[src/rtl/dir_pkg.sv]
package dir_pkg;

  typedef enum logic [1:0] {
    REQ_READ  = 2'd0,
    REQ_WRITE = 2'd1,
    REQ_WBACK = 2'd2,
    REQ_NONE  = 2'd3
  } reqKind_t;

  typedef enum logic [1:0] {
    MSG_INVAL     = 2'd0,
    MSG_FETCH     = 2'd1,
    MSG_FETCH_INV = 2'd2,
    MSG_REPLY     = 2'd3
  } msgKind_t;

  typedef enum logic [1:0] {
    BLK_UNCACHED  = 2'd0,
    BLK_SHARED    = 2'd1,
    BLK_EXCLUSIVE = 2'd2
  } blkState_t;

  typedef enum logic [1:0] {
    SH_KEEP,
    SH_ONLY_REQ,
    SH_ADD_REQ,
    SH_CLEAR
  } sharerOp_t;

  typedef enum logic [1:0] {
    TGT_REQ,
    TGT_OWNER,
    TGT_INVAL
  } target_t;

  typedef enum logic [1:0] {
    MEM_KEEP,
    MEM_FROM_WB,
    MEM_FROM_FETCH
  } memOp_t;

  typedef struct packed {
    logic      latchReq;
    logic      emit;
    msgKind_t  kind;
    target_t   target;
    logic      replyFromFetch;
    logic      stateWr;
    blkState_t newState;
    sharerOp_t sharerOp;
    memOp_t    memOp;
    logic      loadPending;
    logic      popPending;
  } ctrlStrobe_t;

endpackage

[src/rtl/dir_prio_pick.sv]
module dir_prio_pick #(
  parameter int WIDTH = 4,
  parameter int IDX_W = 2
) (
  input  logic [WIDTH-1:0] vec,
  output logic [IDX_W-1:0] idx,
  output logic             any
);
  always_comb begin
    idx = '0;
    for (int i = WIDTH - 1; i >= 0; i--) begin
      if (vec[i]) idx = IDX_W'(i);
    end
  end

  assign any = |vec;
endmodule

[src/rtl/dir_home_data.sv]
module dir_home_data
  import dir_pkg::*;
#(
  parameter int NUM_PROCS  = 4,
  parameter int NUM_BLOCKS = 8,
  parameter int DATA_W     = 16,
  parameter int PROC_W     = 2,
  parameter int ADDR_W     = 3
) (
  input  logic              clk,
  input  logic              rstN,
  input  ctrlStrobe_t       strobe,
  input  logic [1:0]        reqType,
  input  logic [PROC_W-1:0] reqProc,
  input  logic [ADDR_W-1:0] reqAddr,
  input  logic [DATA_W-1:0] reqData,
  input  logic [DATA_W-1:0] fetchData,
  output blkState_t         curState,
  output reqKind_t          curKind,
  output logic              pendingAny,
  output logic              reqIsOwner,
  output logic              msgValid,
  output logic [1:0]        msgType,
  output logic [PROC_W-1:0] msgProc,
  output logic [ADDR_W-1:0] msgAddr,
  output logic [DATA_W-1:0] msgData
);
  blkState_t            dirState   [NUM_BLOCKS];
  logic [NUM_PROCS-1:0] dirSharers [NUM_BLOCKS];
  logic [DATA_W-1:0]    blockMem   [NUM_BLOCKS];

  reqKind_t             latKind;
  logic [PROC_W-1:0]    latProc;
  logic [ADDR_W-1:0]    latAddr;
  logic [DATA_W-1:0]    latData;
  logic [NUM_PROCS-1:0] pendVec;

  logic [NUM_PROCS-1:0] curSharers;
  logic [DATA_W-1:0]    curMem;
  logic [NUM_PROCS-1:0] reqOneHot;
  logic [PROC_W-1:0]    ownerIdx;
  logic [PROC_W-1:0]    invalIdx;
  logic                 ownerAny;
  logic [PROC_W-1:0]    targetProc;

  assign curState   = dirState[latAddr];
  assign curSharers = dirSharers[latAddr];
  assign curMem     = blockMem[latAddr];
  assign curKind    = latKind;
  assign reqOneHot  = NUM_PROCS'(1) << latProc;
  assign reqIsOwner = (curState == BLK_EXCLUSIVE) && curSharers[latProc];

  dir_prio_pick #(.WIDTH(NUM_PROCS), .IDX_W(PROC_W)) ownerPick_i (
    .vec(curSharers), .idx(ownerIdx), .any(ownerAny)
  );

  dir_prio_pick #(.WIDTH(NUM_PROCS), .IDX_W(PROC_W)) invalPick_i (
    .vec(pendVec), .idx(invalIdx), .any(pendingAny)
  );

  always_comb begin
    unique case (strobe.target)
      TGT_OWNER: targetProc = ownerAny ? ownerIdx : latProc;
      TGT_INVAL: targetProc = invalIdx;
      default:   targetProc = latProc;
    endcase
  end

  always_ff @(posedge clk or negedge rstN) begin
    if (!rstN) begin
      for (int b = 0; b < NUM_BLOCKS; b++) begin
        dirState[b]   <= BLK_UNCACHED;
        dirSharers[b] <= '0;
        blockMem[b]   <= '0;
      end
      latKind  <= REQ_NONE;
      latProc  <= '0;
      latAddr  <= '0;
      latData  <= '0;
      pendVec  <= '0;
      msgValid <= 1'b0;
      msgType  <= '0;
      msgProc  <= '0;
      msgAddr  <= '0;
      msgData  <= '0;
    end else begin
      if (strobe.latchReq) begin
        latKind <= reqKind_t'(reqType);
        latProc <= reqProc;
        latAddr <= reqAddr;
        latData <= reqData;
      end

      if (strobe.stateWr) dirState[latAddr] <= strobe.newState;

      unique case (strobe.sharerOp)
        SH_ONLY_REQ: dirSharers[latAddr] <= reqOneHot;
        SH_ADD_REQ:  dirSharers[latAddr] <= curSharers | reqOneHot;
        SH_CLEAR:    dirSharers[latAddr] <= '0;
        default: ;
      endcase

      unique case (strobe.memOp)
        MEM_FROM_WB:    blockMem[latAddr] <= latData;
        MEM_FROM_FETCH: blockMem[latAddr] <= fetchData;
        default: ;
      endcase

      if (strobe.loadPending)
        pendVec <= curSharers & ~reqOneHot;
      else if (strobe.popPending)
        pendVec <= pendVec & ~(NUM_PROCS'(1) << invalIdx);

      msgValid <= strobe.emit;
      if (strobe.emit) begin
        msgType <= strobe.kind;
        msgProc <= targetProc;
        msgAddr <= latAddr;
        if (strobe.kind == MSG_REPLY)
          msgData <= strobe.replyFromFetch ? fetchData : curMem;
        else
          msgData <= '0;
      end else begin
        msgType <= '0;
        msgProc <= '0;
        msgAddr <= '0;
        msgData <= '0;
      end
    end
  end
endmodule

[src/rtl/dir_home_ctrl.sv]
module dir_home_ctrl
  import dir_pkg::*;
(
  input  logic        clk,
  input  logic        rstN,
  input  logic        reqValid,
  input  logic        fetchValid,
  input  blkState_t   curState,
  input  reqKind_t    curKind,
  input  logic        pendingAny,
  input  logic        reqIsOwner,
  output logic        reqReady,
  output ctrlStrobe_t strobe
);
  typedef enum logic [1:0] {C_IDLE, C_DECIDE, C_INVAL, C_WAIT} ctrlState_t;

  ctrlState_t state, nextState;

  assign reqReady = (state == C_IDLE);

  always_ff @(posedge clk or negedge rstN) begin
    if (!rstN) state <= C_IDLE;
    else       state <= nextState;
  end

  always_comb begin
    strobe    = '0;
    nextState = state;
    unique case (state)
      C_IDLE: begin
        if (reqValid) begin
          strobe.latchReq = 1'b1;
          nextState       = C_DECIDE;
        end
      end
      C_DECIDE: begin
        nextState = C_IDLE;
        unique case (curKind)
          REQ_READ: begin
            strobe.emit = 1'b1;
            if (curState == BLK_EXCLUSIVE) begin
              strobe.kind   = MSG_FETCH;
              strobe.target = TGT_OWNER;
              nextState     = C_WAIT;
            end else begin
              strobe.kind     = MSG_REPLY;
              strobe.target   = TGT_REQ;
              strobe.stateWr  = 1'b1;
              strobe.newState = BLK_SHARED;
              strobe.sharerOp = (curState == BLK_SHARED) ? SH_ADD_REQ : SH_ONLY_REQ;
            end
          end
          REQ_WRITE: begin
            if (curState == BLK_EXCLUSIVE) begin
              strobe.emit   = 1'b1;
              strobe.kind   = MSG_FETCH_INV;
              strobe.target = TGT_OWNER;
              nextState     = C_WAIT;
            end else if (curState == BLK_SHARED) begin
              strobe.loadPending = 1'b1;
              nextState          = C_INVAL;
            end else begin
              strobe.emit     = 1'b1;
              strobe.kind     = MSG_REPLY;
              strobe.target   = TGT_REQ;
              strobe.stateWr  = 1'b1;
              strobe.newState = BLK_EXCLUSIVE;
              strobe.sharerOp = SH_ONLY_REQ;
            end
          end
          REQ_WBACK: begin
            if (reqIsOwner) begin
              strobe.memOp    = MEM_FROM_WB;
              strobe.sharerOp = SH_CLEAR;
              strobe.stateWr  = 1'b1;
              strobe.newState = BLK_UNCACHED;
            end
          end
          default: ;
        endcase
      end
      C_INVAL: begin
        strobe.emit = 1'b1;
        if (pendingAny) begin
          strobe.kind       = MSG_INVAL;
          strobe.target     = TGT_INVAL;
          strobe.popPending = 1'b1;
        end else begin
          strobe.kind     = MSG_REPLY;
          strobe.target   = TGT_REQ;
          strobe.stateWr  = 1'b1;
          strobe.newState = BLK_EXCLUSIVE;
          strobe.sharerOp = SH_ONLY_REQ;
          nextState       = C_IDLE;
        end
      end
      C_WAIT: begin
        if (fetchValid) begin
          strobe.emit           = 1'b1;
          strobe.kind           = MSG_REPLY;
          strobe.target         = TGT_REQ;
          strobe.replyFromFetch = 1'b1;
          strobe.memOp          = MEM_FROM_FETCH;
          strobe.stateWr        = 1'b1;
          if (curKind == REQ_READ) begin
            strobe.newState = BLK_SHARED;
            strobe.sharerOp = SH_ADD_REQ;
          end else begin
            strobe.newState = BLK_EXCLUSIVE;
            strobe.sharerOp = SH_ONLY_REQ;
          end
          nextState = C_IDLE;
        end
      end
      default: nextState = C_IDLE;
    endcase
  end
endmodule

[src/rtl/dir_home_ctrl_top.sv]
module dir_home_ctrl_top
  import dir_pkg::*;
#(
  parameter int NUM_PROCS  = 4,
  parameter int NUM_BLOCKS = 8,
  parameter int DATA_W     = 16,
  localparam int PROC_W    = (NUM_PROCS > 1) ? $clog2(NUM_PROCS) : 1,
  localparam int ADDR_W    = (NUM_BLOCKS > 1) ? $clog2(NUM_BLOCKS) : 1
) (
  input  logic              clk,
  input  logic              rstN,
  input  logic              reqValid,
  output logic              reqReady,
  input  logic [1:0]        reqType,
  input  logic [PROC_W-1:0] reqProc,
  input  logic [ADDR_W-1:0] reqAddr,
  input  logic [DATA_W-1:0] reqData,
  input  logic              fetchValid,
  input  logic [DATA_W-1:0] fetchData,
  output logic              msgValid,
  output logic [1:0]        msgType,
  output logic [PROC_W-1:0] msgProc,
  output logic [ADDR_W-1:0] msgAddr,
  output logic [DATA_W-1:0] msgData
);
  ctrlStrobe_t strobe;
  blkState_t   curState;
  reqKind_t    curKind;
  logic        pendingAny;
  logic        reqIsOwner;

  dir_home_ctrl ctrl_i (
    .clk(clk), .rstN(rstN), .reqValid(reqValid), .fetchValid(fetchValid),
    .curState(curState), .curKind(curKind), .pendingAny(pendingAny),
    .reqIsOwner(reqIsOwner), .reqReady(reqReady), .strobe(strobe)
  );

  dir_home_data #(
    .NUM_PROCS(NUM_PROCS), .NUM_BLOCKS(NUM_BLOCKS), .DATA_W(DATA_W),
    .PROC_W(PROC_W), .ADDR_W(ADDR_W)
  ) data_i (
    .clk(clk), .rstN(rstN), .strobe(strobe), .reqType(reqType),
    .reqProc(reqProc), .reqAddr(reqAddr), .reqData(reqData),
    .fetchData(fetchData), .curState(curState), .curKind(curKind),
    .pendingAny(pendingAny), .reqIsOwner(reqIsOwner), .msgValid(msgValid),
    .msgType(msgType), .msgProc(msgProc), .msgAddr(msgAddr), .msgData(msgData)
  );
endmodule

[config.mk]
export PLATFORM = sky130hd
export DESIGN_NAME = dir_home_ctrl_top
export DESIGN_NICKNAME = d
export VERILOG_FILES = /design/src/rtl/dir_pkg.sv /design/src/rtl/dir_prio_pick.sv /design/src/rtl/dir_home_data.sv /design/src/rtl/dir_home_ctrl.sv /design/src/rtl/dir_home_ctrl_top.sv
export SDC_FILE = /design/constraint.sdc
export NUM_CORES = 1
export LEC_CHECK = 0
export ABC_AREA = 1
export BUFFER_PORTS_ARGS = -buffer_cell sky130_fd_sc_hd__buf_2
export CAP_MARGIN = 20
export CELL_PAD_IN_SITES_DETAIL_PLACEMENT = 0
export CELL_PAD_IN_SITES_GLOBAL_PLACEMENT = 1
export CORE_ASPECT_RATIO = 1.75
export CORE_MARGIN = 2
export CORE_UTILIZATION = 46
export DETAILED_ROUTE_END_ITERATION = 7
export GPL_ROUTABILITY_DRIVEN = 0
export GPL_TIMING_DRIVEN = 1
export PLACE_DENSITY_LB_ADDON = 0.1
export SETUP_SLACK_MARGIN = 0.15
export SLEW_MARGIN = 0
export SYNTH_ARGS = -nofsm -noshare
export SYNTH_HDL_FRONTEND = slang
export SYNTH_SLANG_ARGS = --single-unit
[constraint.sdc]
create_clock -name clk -period 4.3 [get_ports clk]
set_input_delay 0.645 -clock clk [delete_from_list [all_inputs] [get_ports clk]]
set_output_delay 0.645 -clock clk [all_outputs]
set_load 0.01 [all_outputs]
* Word level (Yosys, flattened, before mapping)
Index checks and enable logic that the tools add are counted.
** Cells by class
- Magnitude comparators :: 3
- Equality and inequality tests :: 18
- Shifts and indexed selects :: 2
- Multiplexer cells :: 77
- Bitwise logic cells :: 8
- Reduce and logical (&&, ||, !) cells :: 10
** Operator list (number)
- $bwmux W128 :: 2
- $pmux W128 S2 :: 1
- $mux W16 :: 6
- $pmux W32 S3 :: 1
- $bwmux W32 :: 2
- $bmux W16 S3 :: 1
- $demux W16 S3 :: 1
- $pmux W5 S3 :: 3
- $mux W2 :: 22
- $and A32 B32 Y32 :: 1
- $mux W4 :: 8
- $not A32 Y32 :: 1
- $mux W5 :: 6
- $eq A2 B2 Y1 const B :: 9
- $bwmux W16 :: 1
- $mux W13 :: 1
- $bmux W4 S3 :: 1
- $demux W4 S3 :: 1
- $eq A2 B1 Y1 const B :: 6
- $pmux W2 S2 :: 3
- $mux W1 :: 10
- $pmux W5 S2 :: 1
- $and A4 B4 Y4 :: 2
- $not A4 Y4 :: 2
- other kinds (19) :: 26
** Storage, ports and cells
- Flip-flop bits (word level) :: 229
- Input bits :: 43
- Output and inout bits :: 25
- Word-level logic and storage cells :: 153

* Depth between registers and ports, before layout
Gate-level depths: netlist of run 1.
- Depth in word-level cells :: 12
- Depth in mapped cells :: 22
- Gate-level depth less buffers :: 18

* By module
From an unflattened synthesis of run 1, not the netlist that was laid out.
** Second synthesis, totals
- Cells, all modules :: 1317
- Area, all modules :: 10855.4 um2
** Modules (own cells, without submodules)
- dir_home_data :: instances 1, cells each 1227, area each 10367.4 um2, sequential area each 5683.0 um2
- dir_home_ctrl :: instances 1, cells each 72, area each 395.4 um2, sequential area each 50.0 um2
- dir_prio_pick :: instances 2, cells each 9, area each 46.3 um2, sequential area each 0.0 um2

* Worst setup path after synthesis of run 1
OpenSTA, ideal clock, no wires.
- Path kind :: reg-to-reg
- From :: register data_i.latAddr[0]
- To :: register data_i.blockMem[48] (netlist bit)
- Library setup time :: 0.125 ns
- Arrival time :: 3.678 ns
- Data required time :: 4.175 ns
- Slack :: 0.497 ns
- Cell stages (with the launch flop) :: 18
- Path buffers :: 7
- Clock period less this slack :: 3.803 ns
- Cell sequence :: dfrtp_1 -> buf_4 -> buf_6 -> nor2_2 -> clkbuf_1 -> nand2_1 -> nand4_1 -> ha_1 -> inv_1 -> nor3_1 -> nand3_2 -> buf_6 -> buf_4 -> ha_1 -> clkbuf_1 -> nor2_1 -> buf_1 -> mux2_2
** On the way
- Longest elaborated chain between the ends :: 12
- Elaborated cells between the ends (all ways) :: 25
- Classes of those cells :: 2 x order compare; 3 x eq/ne; 16 x mux; 1 x bitwise; 3 x reduce/logical
** RTL lines
- start: declaration :: line dir_home_data.sv:34 : logic [ADDR_W-1:0] latAddr;
- start signal: assignment :: line dir_home_data.sv:90 : latAddr <= reqAddr;
- $not A3 Y4 (not written as such) *
- $bmux W4 S3 :: line dir_home_data.sv:47 : assign curSharers = dirSharers[latAddr];
- $mux W4 (not written as such) (2 in series) :: line dir_home_data.sv:47
- $bmux W1 S2 :: line dir_home_data.sv:51 : assign reqIsOwner = (curState == BLK_EXCLUSIVE) && curSharers[latProc];
- $mux W1 (not written as such) :: line dir_home_data.sv:51
- $logic_and A1 B1 Y1 :: line dir_home_data.sv:51
- $mux W7 :: line dir_home_ctrl.sv:72 : if (reqIsOwner) begin
- $mux W2 :: line dir_home_ctrl.sv:38 : unique case (curKind)
- $pmux W2 S2 :: line dir_home_ctrl.sv:29 : unique case (state)
- $eq A2 B2 Y1 / $eq A2 B1 Y1 (equally long branches) :: line dir_home_data.sv:103 : unique case (strobe.memOp)
- $pmux W128 S2 / $reduce_bool A2 Y1 (equally long branches)
- end signal: indexed assignment :: line dir_home_data.sv:104 : MEM_FROM_WB: blockMem[latAddr] <= latData;
- end signal: indexed assignment :: line dir_home_data.sv:105 : MEM_FROM_FETCH: blockMem[latAddr] <= fetchData;
- end: declaration :: line dir_home_data.sv:30 : logic [DATA_W-1:0] blockMem [NUM_BLOCKS];
Mark *: on every way between the ends. The rest lies on a longest branch, timed or not. The select of a mux whose other input is x is not followed.
A chain may end at the register's enable or synchronous reset.

* Worst setup path after layout of run 1
- From :: register data_i.latAddr[1]
- To :: register data_i.blockMem[117] (netlist bit)
Same word-level chain as after synthesis.

==> results of run 1 <==
==> area by class of cell <==
type                            instances  share of cell area
Multi-Input combinational cell        921               0.365
Clock buffer                           36              0.0556
Sequential cell                       229               0.438
Tap cell                              312              0.0298
Inverter                              169              0.0487
Timing Repair Buffer                  114              0.0543
Clock inverter                          7             0.00870
==> routing by layer <==
layer,GRT usage,share of wire
met1,0.312,0.36
met2,0.529,0.54
met3,0.0291,0.033
met4,0.176,0.066
met5,0,0
==> power by group through the flow <==
stage	Sequential (W)	Clock (W)	Combinational, W
4_1_cts	0.00330	0.00226	0.00371
6_report	0.00330	0.00223	0.00370
3_3_place_gp	0.00332	0	0.00367
3_5_place_dp	0.00334	0	0.00370
5_1_grt	0.00339	0.00235	0.00409
2_1_floorplan	0.00322	0	0.00236
==> kinds of logic after synthesis <==
group,share of synthesized area
flip-flops,0.501
multiplexers,0.0640
adder cells (fa/ha/maj),0.00656
AND/OR/NAND/NOR,0.231
AO/OA/AOI/OAI,0.113
buffers and inverters,0.0839
==> worst paths after layout <==
check                                        end  slack [ns]
setup / recovery            data_i.blockMem[117]        0.46
hold / removal             data_i.dirSharers[15]        0.08
setup reg to reg            data_i.blockMem[117]        0.46
hold reg to reg              data_i.dirState[13]        0.48
max in group asynchronous      data_i.msgData[3]        3.22
min in group clk              data_i.latData[14]        0.37
==> Yosys cell counts, types with 3 or more instances <==
cell type  number
a21oi_1        47
a221oi_1        5
a22o_1          5
a22oi_1        11
a31oi_1         8
a41oi_1         4
buf_1           3
buf_2          15
buf_4           5
clkbuf_1       43
dfrtp_1       227
ha_1            6
inv_1         160
inv_2           8
mux2_2         65
nand2_1       347
nand2_2         5
nand2_4         5
nand3_1       128
nand4_1         6
nor2_1        110
nor2_2          9
nor3_1         15
o211ai_1        4
o21ai_0        73
o21ai_1        17
o22ai_1        32
o311ai_0        4
==> stage by stage <==
stage / hold slack [ns] / std cells / total power [W] / setup WS, ns
2_1_floorplan: 0.349 / 1388 / 0.00559 / 0.497
3_3_place_gp: 0.458 / 1745 / 0.00698 / 0.434
3_5_place_dp: 0.467 / 1745 / 0.00703 / 0.406
4_1_cts: 0.146 / 1788 / 0.00927 / 0.386
5_1_grt: 0.162 / 1788 / 0.00983 / 0.189
6_report: 0.0798 / 1788 / 0.00923 / 0.462
==> critical path, cell delays in order (launching register included) <==
cell	delay, ns
dfrtp_1	0.40
inv_1	0.10
nor2_2	0.20
inv_1	0.11
nor2_2	0.13
buf_4	0.34
nand2_1	0.13
nand4_1	0.15
ha_1	0.18
inv_1	0.08
nor3_1	0.29
nand3_2	0.14
ha_1	0.46
nor2_2	0.34
buf_4	0.30
mux2_2	0.36
==> sequential cells by signal, summed over array words and instances (netlist names) <==
signal	count
ctrl_i.state	2
data_i.blockMem	128
data_i.curKind	2
data_i.dirSharers	32
data_i.dirState	16
data_i.latAddr	3
data_i.latData	16
data_i.latProc	2
data_i.msgAddr	3
data_i.msgData	16
data_i.msgProc	2
data_i.msgType	2
data_i.msgValid	1
data_i.pendVec	4
==> layout by cell type (no fill, tap or decap), types with 8 or more instances in the layout <==
master     count
inv_2          8
nor2_1       104
nor2_2        15
nor3_1        15
a21oi_1       47
buf_4         46
dfrtp_1      227
a31oi_1        8
mux2_2        65
nand2_1      347
a22oi_1       11
o22ai_1       32
buf_2         66
o21ai_0       72
inv_1        160
nand3_1      128
clkbuf_16     25
o21ai_1       17
==> flow_metrics.tcl, run 1 <==
set metrics [dict create \
    drc 0 \
    fmax_mhz 261 \
    synth.net_count 1437 \
    p_switching_w 0.00391 \
    yosysWarnings 0 \
    ys.flop_type "dfrtp_1" \
    yosys.area.top_type_share 0.496 \
    grt_pass1_wl_um 56600 \
    track_usage 0.289 \
    p_leak_nw 6.06 \
    worstSetupPathType "flop to flop" \
    start_kind "flop" \
    syn_area_um2 11400 \
    die_x_um 123 \
    fill_cells 2415 \
    clk_latency_ns 0.53 \
    drive_gt1_frac 0.174 \
    vias 9873 \
    rr_worst_depth 15 \
    slew_viol_final 0 \
    p_int_w 0.00532 \
    cts_tree "yes" \
    critPathCaptureType "flop" \
    finalSetupViolations 0 \
    dpl-instance-area_um2 12200 \
    synth_edf_count 0 \
    period_minus_slack_ns 3.84 \
    start_util 0.466 \
    multi_input_area_um2 4770 \
    clock_path_buffers 3 \
    crit_path_max_fanout 21 \
    final_core_util 0.533 \
    fin_area_um2 13100 \
    seqPwrFrac 0.358 \
    drtIter0Drc 652 \
    die_h_um 213 \
    cts_root_buffer "clkbuf_16" \
    core-area_um2 24500 \
    grt_pass1_vias 10000 \
    slew_headroom 0.294 \
    grt_max_degree 89 \
    fp-row-count 76 \
    hpwl_um 25900 \
    tightest_slew_ns 1.05 \
    post_drt_via_cell_ratio 5.52 \
    die_area_um2 26200 \
    ys_seq_elements 229 \
    ys_async_sr_fraction 1.00 \
    outcome "finished clean" \
    cp-startpoint "data_i.latAddr[1]" \
    clkSlewWorstSetupHoldPaths_ns 0.07 \
    p_clk_frac 0.241 \
    htreeDepth 1 \
    io_pins 68 \
    fin_nets 1508 \
    max-cap-violations 0 \
    avgSynthCellArea_um2 8.25 \
    register_area_um2 5730 \
    hold_buffers 0 \
    cts.sinks 229 \
    cts_resized 0 \
    fin_crit_sh 0.893 \
    synth.area.top_cells "dfrtp_1 (50%), nand2_1 (11%), mux2_2 (6.4%), nand3_1 (5.6%), inv_1 (5.2%)" \
    comb_power_share 0.401 \
    wl_um 36600 \
    hold_violations 0 \
    rsz0062_at_grt "false" \
    post_cts_buffers 0 \
    tns_ns 0 \
    num_antenna_cells 0 \
    vdd_drop_max_uv 406 \
    yosysTopAreaCell "dfrtp_1" \
    clock_skew_ns 0.0140 \
    reg2reg_from "data_i.latAddr[1]" \
    drt_pass1_iterations 5 \
    crit_required_ns 4.71 \
    antenna_found_initial 0 \
    ys_seq_area_frac 0.501 \
    grt_overflow 0 \
    postSynthCellCount 1388 \
    wl_per_cell_um 20.5 \
    synth_cell_type_count 44 \
    swShare 0.423 \
    power_density_nw_per_um2 706 \
    cts_made_buffers 24 \
    worst_ep_arrival_time_ns 4.25 \
    area_growth_pct 14.3 \
    min_path_type "input pin to asynchronous set/reset pin" \
    final_antenna_net_count 0 \
    io_buffers 67 \
]
No activity file was read; power rests on OpenSTA's default activity.
==> run 2: changes to the inputs <==
--- a/config.mk
+++ b/config.mk
@@ -5,18 +5,18 @@
 export SDC_FILE = /design/constraint.sdc
 export NUM_CORES = 1
 export LEC_CHECK = 0
-export ABC_AREA = 1
+export ABC_AREA = 0
 export BUFFER_PORTS_ARGS = -buffer_cell sky130_fd_sc_hd__buf_2
 export CAP_MARGIN = 20
 export CELL_PAD_IN_SITES_DETAIL_PLACEMENT = 0
 export CELL_PAD_IN_SITES_GLOBAL_PLACEMENT = 1
 export CORE_ASPECT_RATIO = 1.75
 export CORE_MARGIN = 2
-export CORE_UTILIZATION = 46
+export CORE_UTILIZATION = 47
 export DETAILED_ROUTE_END_ITERATION = 7
 export GPL_ROUTABILITY_DRIVEN = 0
 export GPL_TIMING_DRIVEN = 1
-export PLACE_DENSITY_LB_ADDON = 0.1
+export PLACE_DENSITY = 0.8
 export SETUP_SLACK_MARGIN = 0.15
 export SLEW_MARGIN = 0
 export SYNTH_ARGS = -nofsm -noshare
==> run 2 against run 1 <==
Net effect:
- count of clock-buffer cells in the layout decreased by 2
- register-to-register slack got worse by 0.03 ns
- non-clock buffer count increased by 6
- routed wire length decreased by 27%
- worst setup slack got worse by 0.035 ns
- critical path type unchanged
- largest cell class unchanged
==> flow_metrics.tcl, run 2 <==
set metrics [dict create \
    outcome "finished clean" \
    worstSetupPathType "flop to flop" \
    cp-startpoint "data_i.latAddr[2]" \
    cts_made_buffers 23 \
    start_util 0.479 \
    cts.sinks 229 \
    synth-simple-area-share 0.121 \
    fp-row-count 70 \
    grt_max_degree 109 \
    antenna_found_initial 0 \
    htreeDepth 1 \
    fin_hold_ws_ns 0.194 \
    p_clk_frac 0.206 \
    worstPathCellList "or2_2 > nor2_1 > a22oi_1 > and4_1 > inv_1 > ha_1 > inv_1 > nor4b_1 > o31a_1 > nand3_4 > ha_2 > nor2_2 > buf_4 > nor2_1 > a21oi_1" \
    vdd_drop_max_uv 407 \
    drive_gt1_frac 0.185 \
    cts_root_buffer "clkbuf_16" \
    fin_crit_sh 0.901 \
    slowest_delay_ns 0.51 \
    max-cap-violations 0 \
    clock_skew_ns 0.0159 \
    drt_pass1_iterations 6 \
    ys_seq_elements 229 \
    layout_commonest_cell "dfrtp_1" \
    clock_path_buffers 3 \
    fin_nets 1140 \
    synthMuxAreaShare 0.0639 \
    crit_family "simple AND/OR/NAND/NOR gates" \
    io_buffers 67 \
    clkSlewWorstSetupHoldPaths_ns 0.06 \
    synth_edf_count 0 \
    post_cts_buffers 0 \
    crit_required_ns 4.72 \
    comb_power_share 0.411 \
    yosys.area.top_type_share 0.569 \
    p_leak_nw 5.35 \
    crit_path_max_fanout 32 \
    swShare 0.396 \
    synth_compound_area_frac 0.202 \
    cp_slowest_cell "dfrtp_1" \
    seqPwrFrac 0.382 \
    tns_ns 0 \
    die_x_um 114 \
    period_minus_slack_ns 3.87 \
    num_antenna_cells 0 \
    slew_viol_final 0 \
    synth.net_count 1063 \
    synth_cell_type_count 48 \
    drc 0 \
    tightest_slew_ns 1.03 \
    area_growth_pct 16.0 \
    yosysWarnings 0 \
    clk_latency_ns 0.52 \
    p_switching_w 0.00388 \
    synth_top_family_by_area "compound AO/OA/AOI/OAI gates" \
    wl_um 26600 \
    postSynthCellCount 1014 \
    grt_overflow 0 \
    ys_async_sr_fraction 1.00 \
    yosysTopAreaCell "dfrtp_1" \
    ys.flop_type "dfrtp_1" \
    io_pins 68 \
    grt_pass1_wl_um 42200 \
    synthAdderAreaFrac 0.00752 \
    largestRegisters "data_i.blockMem x128, data_i.dirSharers x32" \
    synth.area.top_cells "dfrtp_1 (57%), a21oi_1 (11%), nor2_1 (6.2%), o22ai_1 (3.8%), mux2i_1 (3.0%)" \
    finalSetupViolations 0 \
    min_path_type "input pin to asynchronous set/reset pin" \
    path_buf_inv 3 \
    reg2reg_from "data_i.latAddr[2]" \
    vias 7783 \
    start_kind "flop" \
    power_density_nw_per_um2 846 \
    layout_common_cells "dfrtp_1 (227), a21oi_1 (213), nor2_1 (158)" \
    wl_per_cell_um 19.5 \
    synthTopCellsByCount "dfrtp_1 (227), a21oi_1 (213), nor2_1 (165)" \
    hpwl_um 17700 \
    drtIter0Drc 579 \
    die_h_um 197 \
    p_int_w 0.00592 \
    slew_headroom 0.315 \
    hold_buffers 0 \
    core-area_um2 20800 \
    fmax_mhz 258 \
    hold_violations 0 \
    synth_xor_area_frac 0 \
    avgSynthCellArea_um2 9.85 \
    track_usage 0.243 \
    rsz0062_at_grt "false" \
    die_area_um2 22500 \
    top_register "data_i.blockMem" \
    synth.most_common_cell "dfrtp_1" \
    largest_register_ff_count 128 \
    critPathCaptureType "flop" \
    grt_pass1_vias 7667 \
    worst_ep_arrival_time_ns 4.30 \
    ys_seq_area_frac 0.574 \
    cts_tree "yes" \
    final_antenna_net_count 0 \
    syn_area_um2 9990 \
    post_drt_via_cell_ratio 5.73 \
]
run 2: cell count changes after synthesis, sizes merged, moves of 13 or more:
cell   change
inv      -158
buf       -13
o21ai     -41
o22ai     +29
mux2i     +30
a21oi    +165
mux2      -39
nor2      +45
nand3    -108
nand2    -299
run 2: kinds of logic after synthesis:
logic type	after synthesis
AOI/OAI and AO/OA	362
adders and majority gates	6
buffers and inverters	80
DFF	229
muxes	58
and+or+nand+nor	279
run 2: final cells by class:
class,instances,area [um2]
fillers,1902,9260
repair buffers,120,756
clock buffers,34,667
multi-input cells,705,3980
clock inverters,7,93.8
inverters,12,45.0
flip-flops and latches,229,5730
well taps,252,315
run 2: per-stage QoR:
stage	cells	total power, W	worst slack (ns)	util	area (um2)
floorplan	1014	0.00639	0.514	-	9990
global placement	1318	0.00773	0.323	0.519	10800
detailed placement	1318	0.00781	0.232	0.519	10800
CTS	1359	0.00985	0.193	0.555	11600
global route	1359	0.0105	0.160	0.556	11600
finish	1359	0.00980	0.427	0.556	11600
run 2: routing by layer:
| layer | share of wire | GRT usage |
|---|---|---|
| met1 | 0.39 | 0.291 |
| met5 | 0 | 0 |
| met2 | 0.54 | 0.443 |
| met3 | 0.038 | 0.0274 |
| met4 | 0.031 | 0.0908 |
run 2: worst paths after layout:
| path | end | slack, ns | cells after the start |
|---|---|---|---|
| min in group clk | data_i.latData[12] | 0.35 | 2 |
| worst min-delay path | data_i.latProc[1] | 0.19 | 1 |
| max in group asynchronous | data_i.blockMem[99] | 3.10 | 2 |
| worst max-delay path | data_i.blockMem[99] | 0.43 | 15 |
| worst min register to register | data_i.blockMem[4] | 0.48 | 2 |
| worst max register to register | data_i.blockMem[99] | 0.43 | 15 |
run 2: timing repair:
| action | in CTS | in global routing |
|---|---|---|
| setup endpoints to repair | 0 | 90 |
| resized for setup | 0 | 3 |
| endpoints found under the hold margin | 0 | 0 |
run 2: power by group through the flow:
| stage | logic (W) | clock network (W) | registers, W |
|---|---|---|---|
| 2_1_floorplan | 0.00282 | 0 | 0.00357 |
| 3_3_place_gp | 0.00398 | 0 | 0.00375 |
| 3_5_place_dp | 0.00403 | 0 | 0.00378 |
| 4_1_cts | 0.00405 | 0.00206 | 0.00374 |
| 5_1_grt | 0.00447 | 0.00215 | 0.00386 |
| 6_report | 0.00403 | 0.00202 | 0.00374 |
==> run 3: changes to the inputs <==
--- a/config.mk
+++ b/config.mk
@@ -16,7 +16,7 @@
 export DETAILED_ROUTE_END_ITERATION = 7
 export GPL_ROUTABILITY_DRIVEN = 0
 export GPL_TIMING_DRIVEN = 1
-export PLACE_DENSITY = 0.8
+export PLACE_DENSITY_LB_ADDON = 0.1
 export SETUP_SLACK_MARGIN = 0.15
 export SLEW_MARGIN = 0
 export SYNTH_ARGS = -nofsm -noshare
==> run 3 against run 2 <==
Net effect:
- highest routed layer unchanged
- hold slack lost 0.069 ns
- largest power group unchanged
- register-to-register slack lost 0.02 ns
- clock power is essentially flat
- total power grew 0.47%
- cell count grew 0.15%
- global-route usage grew 1.2 points
- routed wire length grew 5.1%
- clock skew shrank 0.0056 ns
- maximum frequency shrank 0.52%
- sequential cell count is the same
- via count shrank 0.14%
==> flow_metrics.tcl, run 3 (synthesis results as in run 2) <==
set metrics [dict create \
    num_antenna_cells 0 \
    max-cap-violations 0 \
    reg2reg_from "data_i.latAddr[2]" \
    wl_um 27900 \
    worstSetupPathType "flop to flop" \
    rsz0062_at_grt "true" \
    top_register "data_i.blockMem" \
    power_density_nw_per_um2 846 \
    hpwl_um 18400 \
    fin_hold_ws_ns 0.126 \
    rr_worst_depth 13 \
    layout_common_cells "dfrtp_1 (226), a21oi_1 (213), nor2_1 (155)" \
    fin_ws_ns 0.407 \
    cts.sinks 229 \
    cts_tree "yes" \
    place_inst 1314 \
    fin_nets 1142 \
    final_antenna_net_count 0 \
    clk_latency_ns 0.52 \
    fill_cells 1908 \
    worstPathCellList "or2_2 > nor2_1 > a22oi_1 > and4_1 > inv_1 > ha_1 > inv_1 > nor4b_1 > o31a_1 > nand3_4 > ha_1 > or2_4 > o21ai_0" \
    fmax_mhz 257 \
    comb_power_share 0.414 \
    hold_violations 0 \
    fp-row-count 70 \
    outcome "finished clean" \
    start_util 0.479 \
    grt_pass1_vias 7882 \
    path_depth 13 \
    crit_end "data_i.blockMem[11]" \
    htreeDepth 1 \
    clock_path_buffers 3 \
    critPathCaptureType "flop" \
    drc 0 \
    slew_headroom 0.302 \
    crit_required_ns 4.69 \
    period_minus_slack_ns 3.89 \
    area_growth_pct 16.5 \
    io_buffers 67 \
    drt_pass1_iterations 5 \
    swShare 0.402 \
    cts_root_buffer "clkbuf_16" \
    core-area_um2 20800 \
    layout_commonest_cell "dfrtp_1" \
    worst_ep_arrival_time_ns 4.28 \
    vias 7772 \
    slew_viol_final 0 \
    die_h_um 197 \
    rr_endpoint "data_i.blockMem[11]" \
    track_usage 0.255 \
    start_kind "flop" \
    slowest_delay_ns 0.56 \
    clock_skew_ns 0.0103 \
    cp_slowest_cell "ha_1" \
    largest_register_ff_count 128 \
    ff2ff_setup_slack_ns 0.41 \
    antenna_found_initial 0 \
    p_int_w 0.00589 \
    fin_cells 1361 \
    io_pins 68 \
    drive_gt1_frac 0.196 \
    drtIter0Drc 426 \
    wl_per_cell_um 20.5 \
    min_path_type "input pin to asynchronous set/reset pin" \
    vdd_drop_max_uv 392 \
    crit_path_max_fanout 32 \
    dp_slack_ns 0.0866 \
    cts_made_buffers 23 \
    multi_input_area_um2 4010 \
    finalSetupViolations 0 \
    crit_family "simple AND/OR/NAND/NOR gates" \
    p_clk_frac 0.204 \
    post_drt_via_cell_ratio 5.71 \
    grt_max_degree 100 \
    largestRegisters "data_i.blockMem x128, data_i.dirSharers x32" \
    die_x_um 114 \
    die_area_um2 22500 \
    p_switching_w 0.00396 \
    cp-startpoint "data_i.latAddr[2]" \
    p_total_w 0.00985 \
    tightest_slew_ns 1.04 \
    tns_ns 0 \
    fin_crit_sh 0.905 \
    p_leak_nw 5.38 \
    path_buf_inv 2 \
    register_area_um2 5730 \
    grt_overflow 0 \
    seqPwrFrac 0.382 \
    grt_pass1_wl_um 44100 \
    hold_buffers 0 \
    clkSlewWorstSetupHoldPaths_ns 0.06 \
]
-- run 3: worst min path at each step --
stage | start | end | cells past startpoint
after floorplan | rstN | ctrl_i.state[0] | 0
after global routing | rstN | data_i.latProc[0] | 1
after CTS | rstN | data_i.latProc[0] | 1
after detailed placement | data_i.blockMem[3] | data_i.blockMem[3] | 2
after global placement | data_i.blockMem[5] | data_i.blockMem[5] | 2
final | rstN | data_i.latProc[0] | 1
-- run 3: final cells by class --
class,instances,share of cell area
timing repair buffer,122,0.0669
multi-input combinational,705,0.344
clock buffer,35,0.0594
clock inverter,6,0.00538
sequential,229,0.493
inverter,12,0.00419
tap,252,0.0271
-- run 3: worst reg2reg max path: stages, from the launching register on --
cell,delay (ns)
dfrtp_1,0.42
or2_2,0.37
nor2_1,0.22
a22oi_1,0.13
and4_1,0.26
inv_1,0.07
ha_1,0.20
inv_1,0.10
nor4b_1,0.38
o31a_1,0.33
nand3_4,0.16
ha_1,0.56
or2_4,0.44
o21ai_0,0.15
-- run 3: power by group through the flow --
| stage | clock network, W | registers (W) | logic, W |
|---|---|---|---|
| 2_1_floorplan | 0 | 0.00357 | 0.00282 |
| 3_3_place_gp | 0 | 0.00377 | 0.00398 |
| 3_5_place_dp | 0 | 0.00378 | 0.00405 |
| 4_1_cts | 0.00206 | 0.00375 | 0.00407 |
| 5_1_grt | 0.00214 | 0.00388 | 0.00453 |
| 6_report | 0.00201 | 0.00376 | 0.00408 |
-- run 3: metal layers --
layer | vias to the layer above | global-route usage | routed length (um)
li1 | 3754 | - | -
met1 | 3818 | 0.307 | 11000
met2 | 143 | 0.465 | 15100
met3 | 57 | 0.0298 | 870
met4 | 0 | 0.0890 | 993
met5 | - | 0 | 0
-- run 3: metrics by stage --
step	instance area, um2	util
after floorplan	9990	-
after detailed placement	10800	0.518
after global placement	10800	0.518
after CTS	11600	0.554
final	11600	0.558
after global routing	11600	0.558
-- run 3: timing repair --
item / CTS / global route
setup endpoints to repair: 28 / 127
gates resized for setup: 3 / 12
hold endpoints to repair: 0 / 0
setup buffers: 0 / 6
pin swaps: 0 / 1
